**src/rtl/pwm_offedge_sampler.sv**
```systemverilog
module pwm_offedge_sampler #(
  parameter int STEP_W       = 8,
  parameter int GUARD_STEPS  = 2,
  parameter int FORCE_STEPS  = 3,
  parameter int BULK_PERIODS = 610
) (
  input  logic              clk,
  input  logic              rst_n,
  input  logic              tick,
  input  logic [STEP_W-1:0] duty,
  input  logic              bulk,
  output logic              sw_on_n,
  output logic              adc_start,
  output logic              sample_acc
);
  localparam int STEPS   = 1 << STEP_W;
  localparam int MIN_OFF = 1 + GUARD_STEPS;
  localparam int PC_W    = $clog2(BULK_PERIODS + 1);

  logic [STEP_W-1:0] step;
  logic [STEP_W:0]   off_len, next_off;
  logic [PC_W-1:0]   per_cnt;
  logic              period_acc, forced_q, bulk_q, forced_next, wrap;

  assign wrap        = tick && (step == {STEP_W{1'b1}});
  assign forced_next = bulk && (per_cnt == PC_W'(BULK_PERIODS - 1));
  assign next_off    = bulk ? (forced_next ? (STEP_W+1)'(FORCE_STEPS) : '0)
                            : (STEP_W+1)'(STEPS) - {1'b0, duty};
  assign sw_on_n     = ({1'b0, step} < off_len);

  always_ff @(posedge clk) begin
    if (!rst_n) begin
      step       <= '0;
      off_len    <= (STEP_W+1)'(STEPS);
      period_acc <= 1'b1;
      per_cnt    <= '0;
      forced_q   <= 1'b0;
      bulk_q     <= 1'b0;
      adc_start  <= 1'b0;
      sample_acc <= 1'b0;
    end else begin
      adc_start <= tick && (step == '0);
      if (tick && step == '0) sample_acc <= period_acc;
      if (tick) step <= step + 1'b1;
      if (wrap) begin
        off_len    <= next_off;
        period_acc <= (next_off >= (STEP_W+1)'(MIN_OFF));
        per_cnt    <= (per_cnt == PC_W'(BULK_PERIODS - 1)) ? '0 : per_cnt + 1'b1;
        forced_q   <= forced_next;
        bulk_q     <= bulk;
      end
    end
  end

  p_start_at_step1_r4: assert property (@(posedge clk) disable iff (!rst_n)
    adc_start |-> step == STEP_W'(1));
  p_start_single_r4: assert property (@(posedge clk) disable iff (!rst_n)
    adc_start |=> !adc_start);
  p_acc_needs_window_r5: assert property (@(posedge clk) disable iff (!rst_n)
    (adc_start && sample_acc) |-> (sw_on_n && off_len >= (STEP_W+1)'(MIN_OFF)));
  p_bulk_held_on_r6: assert property (@(posedge clk) disable iff (!rst_n)
    (bulk_q && !forced_q) |-> !sw_on_n);
  p_forced_width_r7: assert property (@(posedge clk) disable iff (!rst_n)
    forced_q |-> off_len == (STEP_W+1)'(FORCE_STEPS));
  p_load_at_wrap_r3: assert property (@(posedge clk) disable iff (!rst_n)
    !wrap |=> $stable(off_len));
  p_idle_hold_r8: assert property (@(posedge clk) disable iff (!rst_n)
    !tick |=> ($stable(step) && $stable(sw_on_n)));
endmodule

```
**config.mk**
```make
export PLATFORM = sky130hd
export DESIGN_NAME = pwm_offedge_sampler
export DESIGN_NICKNAME = d
export VERILOG_FILES = /design/src/rtl/pwm_offedge_sampler.sv
export SDC_FILE = /design/constraint.sdc
export NUM_CORES = 1
export LEC_CHECK = 0
export ABC_AREA = 1
export CAP_MARGIN = 20
export CELL_PAD_IN_SITES_DETAIL_PLACEMENT = 2
export CELL_PAD_IN_SITES_GLOBAL_PLACEMENT = 2
export CORE_ASPECT_RATIO = 0.9
export CORE_MARGIN = 3
export CORE_UTILIZATION = 36
export CTS_BUF_LIST = sky130_fd_sc_hd__clkbuf_8
export DETAILED_ROUTE_END_ITERATION = 8
export GPL_TIMING_DRIVEN = 1
export PLACE_DENSITY_LB_ADDON = 0.15
export SYNTH_ARGS = -nofsm -noshare
export SYNTH_HDL_FRONTEND = slang
export SYNTH_SLANG_ARGS = --single-unit
```
**constraint.sdc**
```tcl
create_clock -name clk -period 3.8 [get_ports clk]
set_clock_uncertainty 0.15 [all_clocks]
set_input_delay 0.38 -clock clk [delete_from_list [all_inputs] [get_ports clk]]
set_output_delay 0.38 -clock clk [all_outputs]
set_load 0.01 [all_outputs]
```
# --- Word level (Yosys, flattened, before mapping) ---
# Cells that the tools add are included.
op_classes:
  addsub: 3
  n_mul: 0
  div: 0
  n_lt_le_gt_ge: 2
  n_eq_ne: 2
  n_shift: 0
  mux: 3
  n_bitwise: 0
  n_reduce_logical: 4
op_table:
  columns: ["op", "count"]
  rows:
  - ["10-bit by 1-bit adder with 10-bit output, second input constant", 1]
  - ["10-bit == test, second input constant", 1]
  - ["10-bit two-way mux", 1]
  - ["9-bit by 2-bit greater-or-equal comparator with 1-bit output, second input constant", 1]
  - ["8-bit by 9-bit < comparator with 1-bit output", 1]
  - ["9-bit two-way mux", 1]
  - ["9-bit by 8-bit subtractor with 9-bit output, first input constant", 1]
  - ["8-bit by 1-bit adder with 8-bit output, second input constant", 1]
  - ["8-bit == test, second input constant", 1]
  - ["8-bit zero test", 1]
  - ["1-bit logical AND", 3]
  - ["2-bit two-way mux", 1]
word_totals:
  regBits: 30
  latch_bits: 0
  ramBits: 0
  rom_bits: 0
  input_bits: 12
  out_inout_bits: 3
  elab_cells: 20
  n_memories: 0

# --- Depth between registers and ports, before layout ---
# Gate-level depths: netlist (run 1).
logic_depth:
  word_depth: 5
  mapped_depth: 12
  depth_no_buf: 12

# --- Worst setup path before layout (run 1) ---
# OpenSTA, ideal clock, no wires.
synth_timing:
  path_kind: "reg-to-output"
  start: "register step[4]"
  end: "output sw_on_n"
  arrival_time_ns: 1.210
  required_ns: 3.270
  setup_slack_ns: 2.060
  path_stages_with_launch: 5
  n_path_buf: 0
  cell_sequence: "dfxtp_1 > ha_1 > a21oi_1 > o21ai_0 > a211oi_1"
synth_via:
  elab_chain_len: 1
synth_rtl:
  columns: ["item", "line", "rtl"]
  rows:
  - ["start, declared", "20", "logic [STEP_W-1:0] step;"]
  - ["start signal, assigned", "44", "if (tick) step <= step + 1'b1;"]
  - ["8-bit by 9-bit < comparator with 1-bit output", "29", "assign sw_on_n = ({1'b0, step} < off_len);"]
  - ["end, declared", "12", "output logic sw_on_n,"]
# Every way passes these cells.

# --- Worst setup path after layout (run 1) ---
# Ends and elaborated chain as after synthesis.

==> results.md, run 1 <==
* Final worst-path cycle share at 74.30%
* HPWL after DPL at between 4000 and 5000 um
* Maxcap violations at 0
* Vias in the first global route at 1986
* Layout cells sized above 1 at 6.406%
* Final net count at 305
* H-Tree Depth at 2
* Slack of the critical path at 0.9765 ns
* Worst slew pin tran at 0.7141 ns
* Chip height at 73.05 um
* Power share of the clock group at 46.7%
* Initial Utilization at 38.81%
* Yosys cell types at 27
* Synth area leader: dfxtp_1
* Flop pwr share at 44.1%
* Combinational Power Share at 9.1%
* Pleak at 0.0008827 uW
* Initial antenna violation count at 0
* Later-pin clock latency in the skew report at 0.29 ns
* Crit-path max cell delay at ~0.58 ns
* Vias/cell at about 5.3
* Sw frac at between 20% and 30%
* CP Cell Sequence: ha_1, a21oi_1, o21ai_0, a211oi_1, clkdlybuf4s50_1
* Sum of buffers and inverters on the critical path at 1
* Total negative slack at 0 ns
* Place WS at 1.383 ns
* Root Buffer: clkbuf_8
* Area share of the largest cell type after synthesis at 33.40%
* Buffers on Ports at 14
* Fin cells at 343
* Post_cts resized at 0
* # rows at 23
* CTS tree: yes
* Clock buffer depth at 2
* Max FO, Critical Path at 6
* Final setup fails at 0
* Critical path's top delay family: compound AO/OA/AOI/OAI gates
* Filler Cells Inserted at around 550
* Cells after Synth at 263
* Hold Violations, Final at 0
* Die footprint at 0.005880 sq mm
* Seq cells post-synth at 30
* Int Power at 554.1 uW
* CP Class: register to output pin
* Peak Freq at 354.2 MHz
* RSZ-0062 raised after global routing: false
* CP max-delay cell: clkdlybuf4s50_1
* Avg WL per Cell at 17.83 um
* Top cells by area, synth: dfxtp_1 (33%), nand2_1 (9.6%), inv_1 (9.0%), ha_1 (8.4%), a21oi_1 (7.0%)
* Pin count of the biggest net entering global routing at 19
* Clock slew at reported path FFs at 0.07 ns
* Worst VDD drop at 0.2214 mV
* CTS sink count at 30
* Data required, critical path at roughly 3.3 ns
* Via count at ~1800
* Nature of the critical path endpoint: output pin
* Pre-Repair DR Iteration Count at 4
* Worst Hold Class: register to register
* Worst setup SP type: register
* Final WL at approximately 6000 um
* Cells after DPL at ~340
* Register area share after synthesis at 33.40%
* DRC marker count from the first detailed-route iteration at 39
* Drt drc at 0
* Routability cong. at 0.8236
* Syn nets at ~290
* Total congestion overflow at 0
* Outcome: finished clean
* Detail Route Antenna Nets at 0
* Area Overhead vs Synth at 17.54%
* Width of the die at 80.50 um
* Syn. warnings at 0
* Mapped cell area at 0.001798 sq mm
* Hold-fix buffers, CTS at 0
* Post-layout min period at 2.824 ns
* Fin. max-slew vios at 0
* Crit path DAT at about 2.3 ns
* Cell Pwr Density at roughly 340 mW/mm^2
* Number of buffers added for setup after CTS at 0
* TritonCTS Buffers at 5
* Synthesized area per cell at 6.836 sq um
* First-pass GRT wire length at 10010 um
* Total power at 726.8 uW
* Worst slew margin at 52.24%
* I/O pins at 15
* Core area at 0.004633 sq mm
* GR Util All Layers at 22.94%
* Diode count at 0
* Switching power at 172.7 uW
[power by group through the flow]
stage               combinational, uW  clock, uW  sequential (uW)
finish                           66.2        340              321
global route                     73.8        359              321
CTS                              66.5        345              321
detailed placement               62.5          0              328
global placement                 60.2          0              328
floorplan                        32.3          0              328
[synth_stat cells]
| library cell | count |
|---|---|
| or2_0 | 1 |
| dfxtp_1 | 30 |
| xor2_1 | 1 |
| clkbuf_1 | 2 |
| buf_4 | 1 |
| o31ai_1 | 1 |
| nand3_2 | 1 |
| or2_2 | 2 |
| nor3_1 | 9 |
| nor3b_2 | 1 |
| o21ai_4 | 1 |
| inv_1 | 43 |
| a211oi_1 | 1 |
| nand2_2 | 1 |
| nor2_1 | 31 |
| nand2_4 | 1 |
| a21oi_1 | 25 |
| nor2_4 | 2 |
| ha_1 | 12 |
| and3b_1 | 1 |
| o21ai_0 | 20 |
| nor2_8 | 1 |
| nand3_1 | 20 |
| nand4_1 | 6 |
| o211ai_1 | 2 |
| inv_6 | 1 |
| nand2_1 | 46 |
[path summary, 6_finish.rpt]
check             depth (start not counted)          to  slack, ns       start
hold / removal                            2  off_len[7]       0.32  off_len[7]
setup / recovery                          5     sw_on_n       0.98     step[4]
hold reg to reg                           2  off_len[7]       0.32  off_len[7]
setup reg to reg                          8  per_cnt[2]       1.77     step[1]
[final cells by class]
cell class | count | area, sq um | share of cell area [%]
timing repair buffer | 14 | 140.1 | 6.631
clock inverter | 1 | 30.03 | 1.421
sequential | 30 | 600.6 | 28.42
inverter | 44 | 170.2 | 8.052
multi-input combinational | 186 | 1012 | 47.90
tap | 62 | 77.57 | 3.671
clock buffer | 6 | 82.58 | 3.908
[cell usage in the layout, fill, tap and decap left out, drive strengths merged, types with 2 or more instances in the layout]
cell type / instances
a21oi: 25
clkbuf: 6
clkdlybuf4s50: 14
dfxtp: 30
ha: 12
inv: 44
nand2: 48
nand3: 21
nand4: 6
nor2: 34
nor3: 9
o211ai: 2
o21ai: 21
or2: 3
[per-layer routing]
layer  part of all wire, %  vias to the layer above  GRT usage, %  routed length, um
li1                      -                      897             -                  -
met1                    45                      862         25.89               2725
met2                    50                       28         42.00               3076
met3                   2.1                       16         4.198                129
met4                   3.0                        0         9.944                186
met5                     0                        -             0                  0
[sequential cells by signal, indices dropped and copies added, names as in the netlist]
signal      flops
adc_start       1
off_len         9
per_cnt        10
period_acc      1
sample_acc      1
step            8
[per-stage QoR]
stage / util, % / hold WS [ns] / instance area (sq um)
CTS: 45.61 / 0.3249 / 2113
floorplan: - / 0.2837 / 1798
detailed placement: 43.18 / 0.3200 / 2001
global route: 45.61 / 0.3469 / 2113
global placement: 43.18 / 0.3133 / 2001
finish: 45.61 / 0.3238 / 2113
[tightest hold or removal path: cells and delay by family, from the launching register on]
| family | cells | cell delay [ns] |
|---|---|---|
| AO/OA/AOI/OAI | 1 | 0.05 |
| flip-flops | 1 | 0.31 |
| AND/OR/NAND/NOR | 1 | 0.06 |
[kinds of logic (layout without fill, tap and decap cells)]
family | count (synthesis) | in the layout | share of synthesized area, %
flip-flops | 30 | 30 | 33.40
adder cells (fa/ha/maj) | 12 | 12 | 8.351
XOR/XNOR | 1 | 1 | 0.4872
AND/OR/NAND/NOR | 123 | 123 | 32.36
AO/OA/AOI/OAI | 50 | 50 | 15.10
buffers and inverters | 47 | 65 | 10.30
Note: power is estimated with default switching activity, not from simulation.
==> run 2: changes to the inputs <==
--- a/config.mk
+++ b/config.mk
@@ -11,7 +11,7 @@
 export CELL_PAD_IN_SITES_GLOBAL_PLACEMENT = 2
 export CORE_ASPECT_RATIO = 0.9
 export CORE_MARGIN = 3
-export CORE_UTILIZATION = 36
+export CORE_UTILIZATION = 33
 export CTS_BUF_LIST = sky130_fd_sc_hd__clkbuf_8
 export DETAILED_ROUTE_END_ITERATION = 8
 export GPL_TIMING_DRIVEN = 1
==> constraint.sdc (replaced) <==
create_clock -name clk -period 2.7 [get_ports clk]
set_clock_uncertainty 0.15 [all_clocks]
set_input_delay 0.27 -clock clk [delete_from_list [all_inputs] [get_ports clk]]
set_output_delay 0.27 -clock clk [all_outputs]
set_load 0.01 [all_outputs]
==> run 2 against run 1 <==
  * Sequential power rose by 40%
  * Sequential cell count did not move
  * Die area rose by 8.4%
  * First-iteration DRC count rose by 2.6%
  * Critical endpoint unchanged
==> results.md, run 2 (synthesis results as in run 1) <==
* Final worst-path cycle share at a little over nine tenths
* Fin area at between 0.002 and 0.0025 sq mm
* Vias/cell at 5.155
* Routability cong. at between 0.7 and 0.8
* DRC marker count from the first detailed-route iteration at 40
* Fin cells at around 350
* Post_cts resized at 0
* Worst slew margin at 64.93%
* Number of buffers added for setup after CTS at 0
* FF-to-FF path depth at 7
* Pleak at 0.0008894 uW
* Fin. max-slew vios at 0
* Later-pin clock latency in the skew report at 0.29 ns
* Core area at 0.005045 sq mm
* Clock buffer depth at 2
* Top flop regs: per_cnt (10), off_len (9), step (8)
* Cell Pwr Density at 437.5 mW/mm^2
* Worst slew pin tran at ~0.52 ns
* Cells after DPL at around 340
* Worst Hold Class: register to register
* Number of flip-flops in the largest register at 10
* CTS sink count at 30
* Drt drc at 0
* Area of the multi-input gates at 0.001017 sq mm
* CTS tree: yes
* Root Buffer: clkbuf_8
* Area after DPL at 0.002019 sq mm
* Biggest register: per_cnt
* Register area at 603.1 sq um
* Hold Crit Depth at 2
* Maxcap violations at 0
* Layout cells sized above 1 at 8.099%
* Hold-fix buffers, CTS at 0
* Clock slew at reported path FFs at 0.07 ns
* Total negative slack at 0 ns
* Area Overhead vs Synth at 17.81%
* Total power at 926.8 uW
* Max FO, Critical Path at 6
* Worst VDD drop at 0.2124 mV
* Initial Utilization at 35.64%
* Worst setup SP type: register
* Peak Freq at 387.5 MHz
* Final WL at 5365 um
* Final setup fails at 0
* Final core occ at about two fifths
* TritonCTS Buffers at 5
* HPWL after DPL at 4256 um
* CP Class: register to output pin
* Pre-Repair DR Iteration Count at 3
* Die footprint at around 0.0064 sq mm
* Pin count of the biggest net entering global routing at 15
* Data required, critical path at 2.28 ns
* Most frequent cells in the layout: nand2_1 (46), inv_1 (44), nor2_1 (31)
* Hold Violations, Final at 0
* Total congestion overflow at 0
* # rows at 24
* I/O pins at 15
* Leading cell type in the layout, fill and taps excluded: nand2_1
* Chip height at 76.03 um
* Initial antenna violation count at 0
* Via count at 1799
* Filler Cells Inserted at 622
* Diode count at 0
* Outcome: finished clean
* GR Util All Layers at 18.41%
* First-pass GRT wire length at 9439 um
* Nature of the critical path endpoint: output pin
* H-Tree Depth at 2
* Width of the die at 83.81 um
* Detail Route Antenna Nets at 0
* Post-layout min period at roughly 2.6 ns
* Buffers on Ports at 14
* Final net count at 307
* Avg WL per Cell at 15.37 um
* Vias in the first global route at ~2000
* Crit path DAT at 2.16 ns
-- run 2: cell count changes in the layout (fill, tap and decap cells not counted) --
cell / previous run / this run
nor3_2: 0 / 1
bufinv_16: 1 / 0
dfxtp_1: 30 / 28
buf_4: 0 / 2
nor3_1: 9 / 8
clkinv_2: 0 / 1
dfxtp_2: 0 / 2
inv_1: 43 / 44
-- run 2: layout make-up --
class / count / area share (%)
clock buffers: 6 / 3.898
clock inverters: 2 / 0.4135
repair buffers: 16 / 7.324
multi-input cells: 186 / 48.02
inverters: 44 / 8.033
well taps: 65 / 3.839
flip-flops and latches: 30 / 28.47
-- run 2: critical path, stage by stage, from the launching register on --
cell and delay [ns]:
dfxtp_2 0.35, ha_1 0.32, a21oi_1 0.20, o21ai_0 0.13, a211oi_1 0.29, clkdlybuf4s50_1 0.58
-- run 2: stage by stage --
stage / hold slack [ns] / setup WS, ns
after floorplan: 0.2837 / 1.070
after global placement: 0.3025 / 0.4843
after detailed placement: 0.3243 / 0.3899
after CTS: 0.3415 / 0.02528
after global routing: 0.3746 / -0.003862
final: 0.3346 / 0.1196
-- run 2: report_power, final --
group	total (uW)	internal [uW]	switching, uW
Combinational	87.2	37.7	49.5
Clock	388	202	186
Sequential	451	448	3.63
Total	927	687	239
-- run 2: path summary, 6_finish.rpt --
kind,start,to,slack [ns]
max,step[4],sw_on_n,0.12
min,period_acc,period_acc,0.33
max reg2reg,step[6],off_len[7],0.76
min reg2reg,period_acc,period_acc,0.33
-- run 2: routing by layer --
metal | GRT usage (%) | part of all wire, % | routed length [um] | vias to the layer above
met5 | 0 | 0 | 0 | -
met4 | 7.395 | 1.8 | 96 | 0
met3 | 3.351 | 2.1 | 115 | 9
met2 | 29.25 | 47 | 2543 | 15
met1 | 24.59 | 49 | 2610 | 876
li1 | - | - | - | 899
==> run 3: changes to the inputs <==
--- a/config.mk
+++ b/config.mk
@@ -11,11 +11,11 @@
 export CELL_PAD_IN_SITES_GLOBAL_PLACEMENT = 2
 export CORE_ASPECT_RATIO = 0.9
 export CORE_MARGIN = 3
-export CORE_UTILIZATION = 33
+export CORE_UTILIZATION = 30
 export CTS_BUF_LIST = sky130_fd_sc_hd__clkbuf_8
 export DETAILED_ROUTE_END_ITERATION = 8
 export GPL_TIMING_DRIVEN = 1
-export PLACE_DENSITY_LB_ADDON = 0.15
+export PLACE_DENSITY = 0.8
 export SYNTH_ARGS = -nofsm -noshare
 export SYNTH_HDL_FRONTEND = slang
 export SYNTH_SLANG_ARGS = --single-unit
==> constraint.sdc (replaced) <==
create_clock -name clk -period 2.3 [get_ports clk]
set_clock_uncertainty 0.15 [all_clocks]
set_input_delay 0.23 -clock clk [delete_from_list [all_inputs] [get_ports clk]]
set_output_delay 0.23 -clock clk [all_outputs]
set_load 0.01 [all_outputs]
==> run 3 against run 2 <==
  * Cell area increased by 1.7%
  * Die area increased by 9.2%
  * Count of clock-buffer cells in the layout unchanged
  * Sequential cell count unchanged
  * Worst setup slack improved by 0.16 ns
  * Non-clock buffer count increased by 2
  * Final cell count increased by 2.0%
  * Register-to-register slack got worse by 0.38 ns
  * Worst hold slack got worse by 0.0081 ns
  * Global-route usage decreased by 1.4 points
  * Clock power increased by 16%
  * Critical path type unchanged
  * Critical endpoint unchanged
==> results.md, run 3 (synthesis results as in run 1) <==
* Chip height at 79.45 um
* Final worst-path cycle share at 87.82%
* Final setup fails at 0
* Critical path's top delay family: compound AO/OA/AOI/OAI gates
* Switching power at 277.6 uW
* Buffers on Ports at 14
* Clock slew at reported path FFs at 0.07 ns
* Detail Route Antenna Nets at 0
* CP Class: register to output pin
* Post-layout min period at 2.020 ns
* Filler Cells Inserted at 701
* Nature of the critical path endpoint: output pin
* HPWL after DPL at 4304 um
* Final WL at around 5300 um
* Crit-path max cell delay at 0.36 ns
* First-pass GRT wire length at 9308 um
* Later-pin clock latency in the skew report at 0.28 ns
* DRC marker count from the first detailed-route iteration at 50
* Width of the die at 87.61 um
* Initial antenna violation count at 0
* Area Overhead vs Synth at 19.76%
* Number of flip-flops in the largest register at 10
* Leading cell type in the layout, fill and taps excluded: nand2_1
* Root Buffer: clkbuf_8
* Hold Violations, Final at 0
* Pre-Repair DR Iteration Count at 4
* RSZ-0062 raised after global routing: false
* Core area at about 0.0057 sq mm
* # rows at 26
* I/O pins at 15
* Drt drc at 0
* Crit path DAT at 1.64 ns
* Most frequent cells in the layout: nand2_1 (46), inv_1 (44), nor2_1 (31)
* Peak Freq at 495.1 MHz
* Clock buffer depth at 2
* Avg WL per Cell at approximately 15 um
* Vias in the first global route at 1967
* Worst VDD drop at 0.2024 mV
* GR Util All Layers at between 10% and 20%
* Top flop regs: per_cnt (10), off_len (9), step (8)
* Initial Utilization at 31.40%
* Die footprint at around 0.007 sq mm
* Cell Pwr Density at approximately 500 mW/mm^2
* Cells after DPL at between 300 and 400
* Flop pwr share at 48.9%
* Sum of buffers and inverters on the critical path at 1
* Final net count at 309
* Worst Hold Class: register to register
* CP Cell Sequence: ha_1, a21oi_1, o21ai_0, a211oi_1, clkbuf_2
* Worst slew margin at 69.90%
* CTS tree: yes
* CP max-delay cell: dfxtp_2
* Maxcap violations at 0
* Diode count at 0
* Fin. max-slew vios at 0
* Vias/cell at 5.051
* Outcome: finished clean
* Via count at 1798
* H-Tree Depth at 2
* Worst slew pin tran at between 0.4 and 0.5 ns
* Data required, critical path at 1.92 ns
* Fin cells at between 300 and 400
* Layout cells sized above 1 at 10.49%
* TritonCTS Buffers at 5
* Worst setup SP type: register
* Total negative slack at 0 ns
* Pin count of the biggest net entering global routing at 19
* Sw frac at 25.60%
* Routability cong. at 0.7659
* Combinational Power Share at 9.5%
* CTS sink count at 30
* Power share of the clock group at around 42%
* Int Power at 806.7 uW
* Max FO, Critical Path at 5
* Pleak at 0.0009008 uW
* Biggest register: per_cnt
* Total congestion overflow at 0
run 3: worst paths after layout:
check	slack [ns]	to	start	cells past startpoint
hold / removal	0.33	off_len[7]	off_len[7]	2
hold reg to reg	0.33	off_len[7]	off_len[7]	2
setup / recovery	0.28	sw_on_n	step[2]	5
setup reg to reg	0.38	per_cnt[2]	step[1]	8
run 3: repair_timing:
action,4_1_cts,5_1_grt
setup buffers,0,1
hold buffers,0,0
setup endpoints to repair,1,1
pin swaps,0,3
resized for setup,5,5
run 3: final cells by class:
class                      instances  area, sq um  share of cell area (%)
sequential                        30        605.6                   28.12
clock buffer                       6        82.58                   3.835
multi-input combinational        186         1033                   48.00
inverter                          44        170.2                   7.902
clock inverter                     2        8.758                  0.4067
timing repair buffer              18        165.2                   7.670
tap                               70        87.58                   4.067
run 3: routing by layer:
| layer | vias up | track usage (%) | share of wire [%] |
|---|---|---|---|
| met3 | 2 | 3.715 | 3.8 |
| met1 | 868 | 21.50 | 47 |
| met5 | - | 0 | 0 |
| met4 | 0 | 4.294 | 0.69 |
| met2 | 29 | 29.22 | 48 |
| li1 | 899 | - | - |
run 3: worst min-delay path: stages (launching register included):
cell and delay (ns):
dfxtp_1 0.31, nand2_1 0.06, a21oi_1 0.06
run 3: metrics by stage:
stage	total power, uW	setup WS (ns)	hold WS, ns	util (%)	instance area, sq um
finish	1084	0.2801	0.3265	37.61	2153
global route	1144	0.09838	0.3565	37.61	2153
CTS	1100	0.05672	0.3298	37.24	2132
detailed placement	646.1	0.05057	0.3194	35.51	2033
global placement	643.4	0.1648	0.3076	35.51	2033
floorplan	595.7	0.6740	0.2505	-	1798
run 3: power by group through the flow:
stage | clock [uW] | combinational (uW) | sequential [uW]
detailed placement | 0 | 104 | 543
global placement | 0 | 101 | 542
finish | 450 | 103 | 531
global route | 494 | 119 | 531
CTS | 465 | 104 | 531
floorplan | 0 | 53.4 | 542
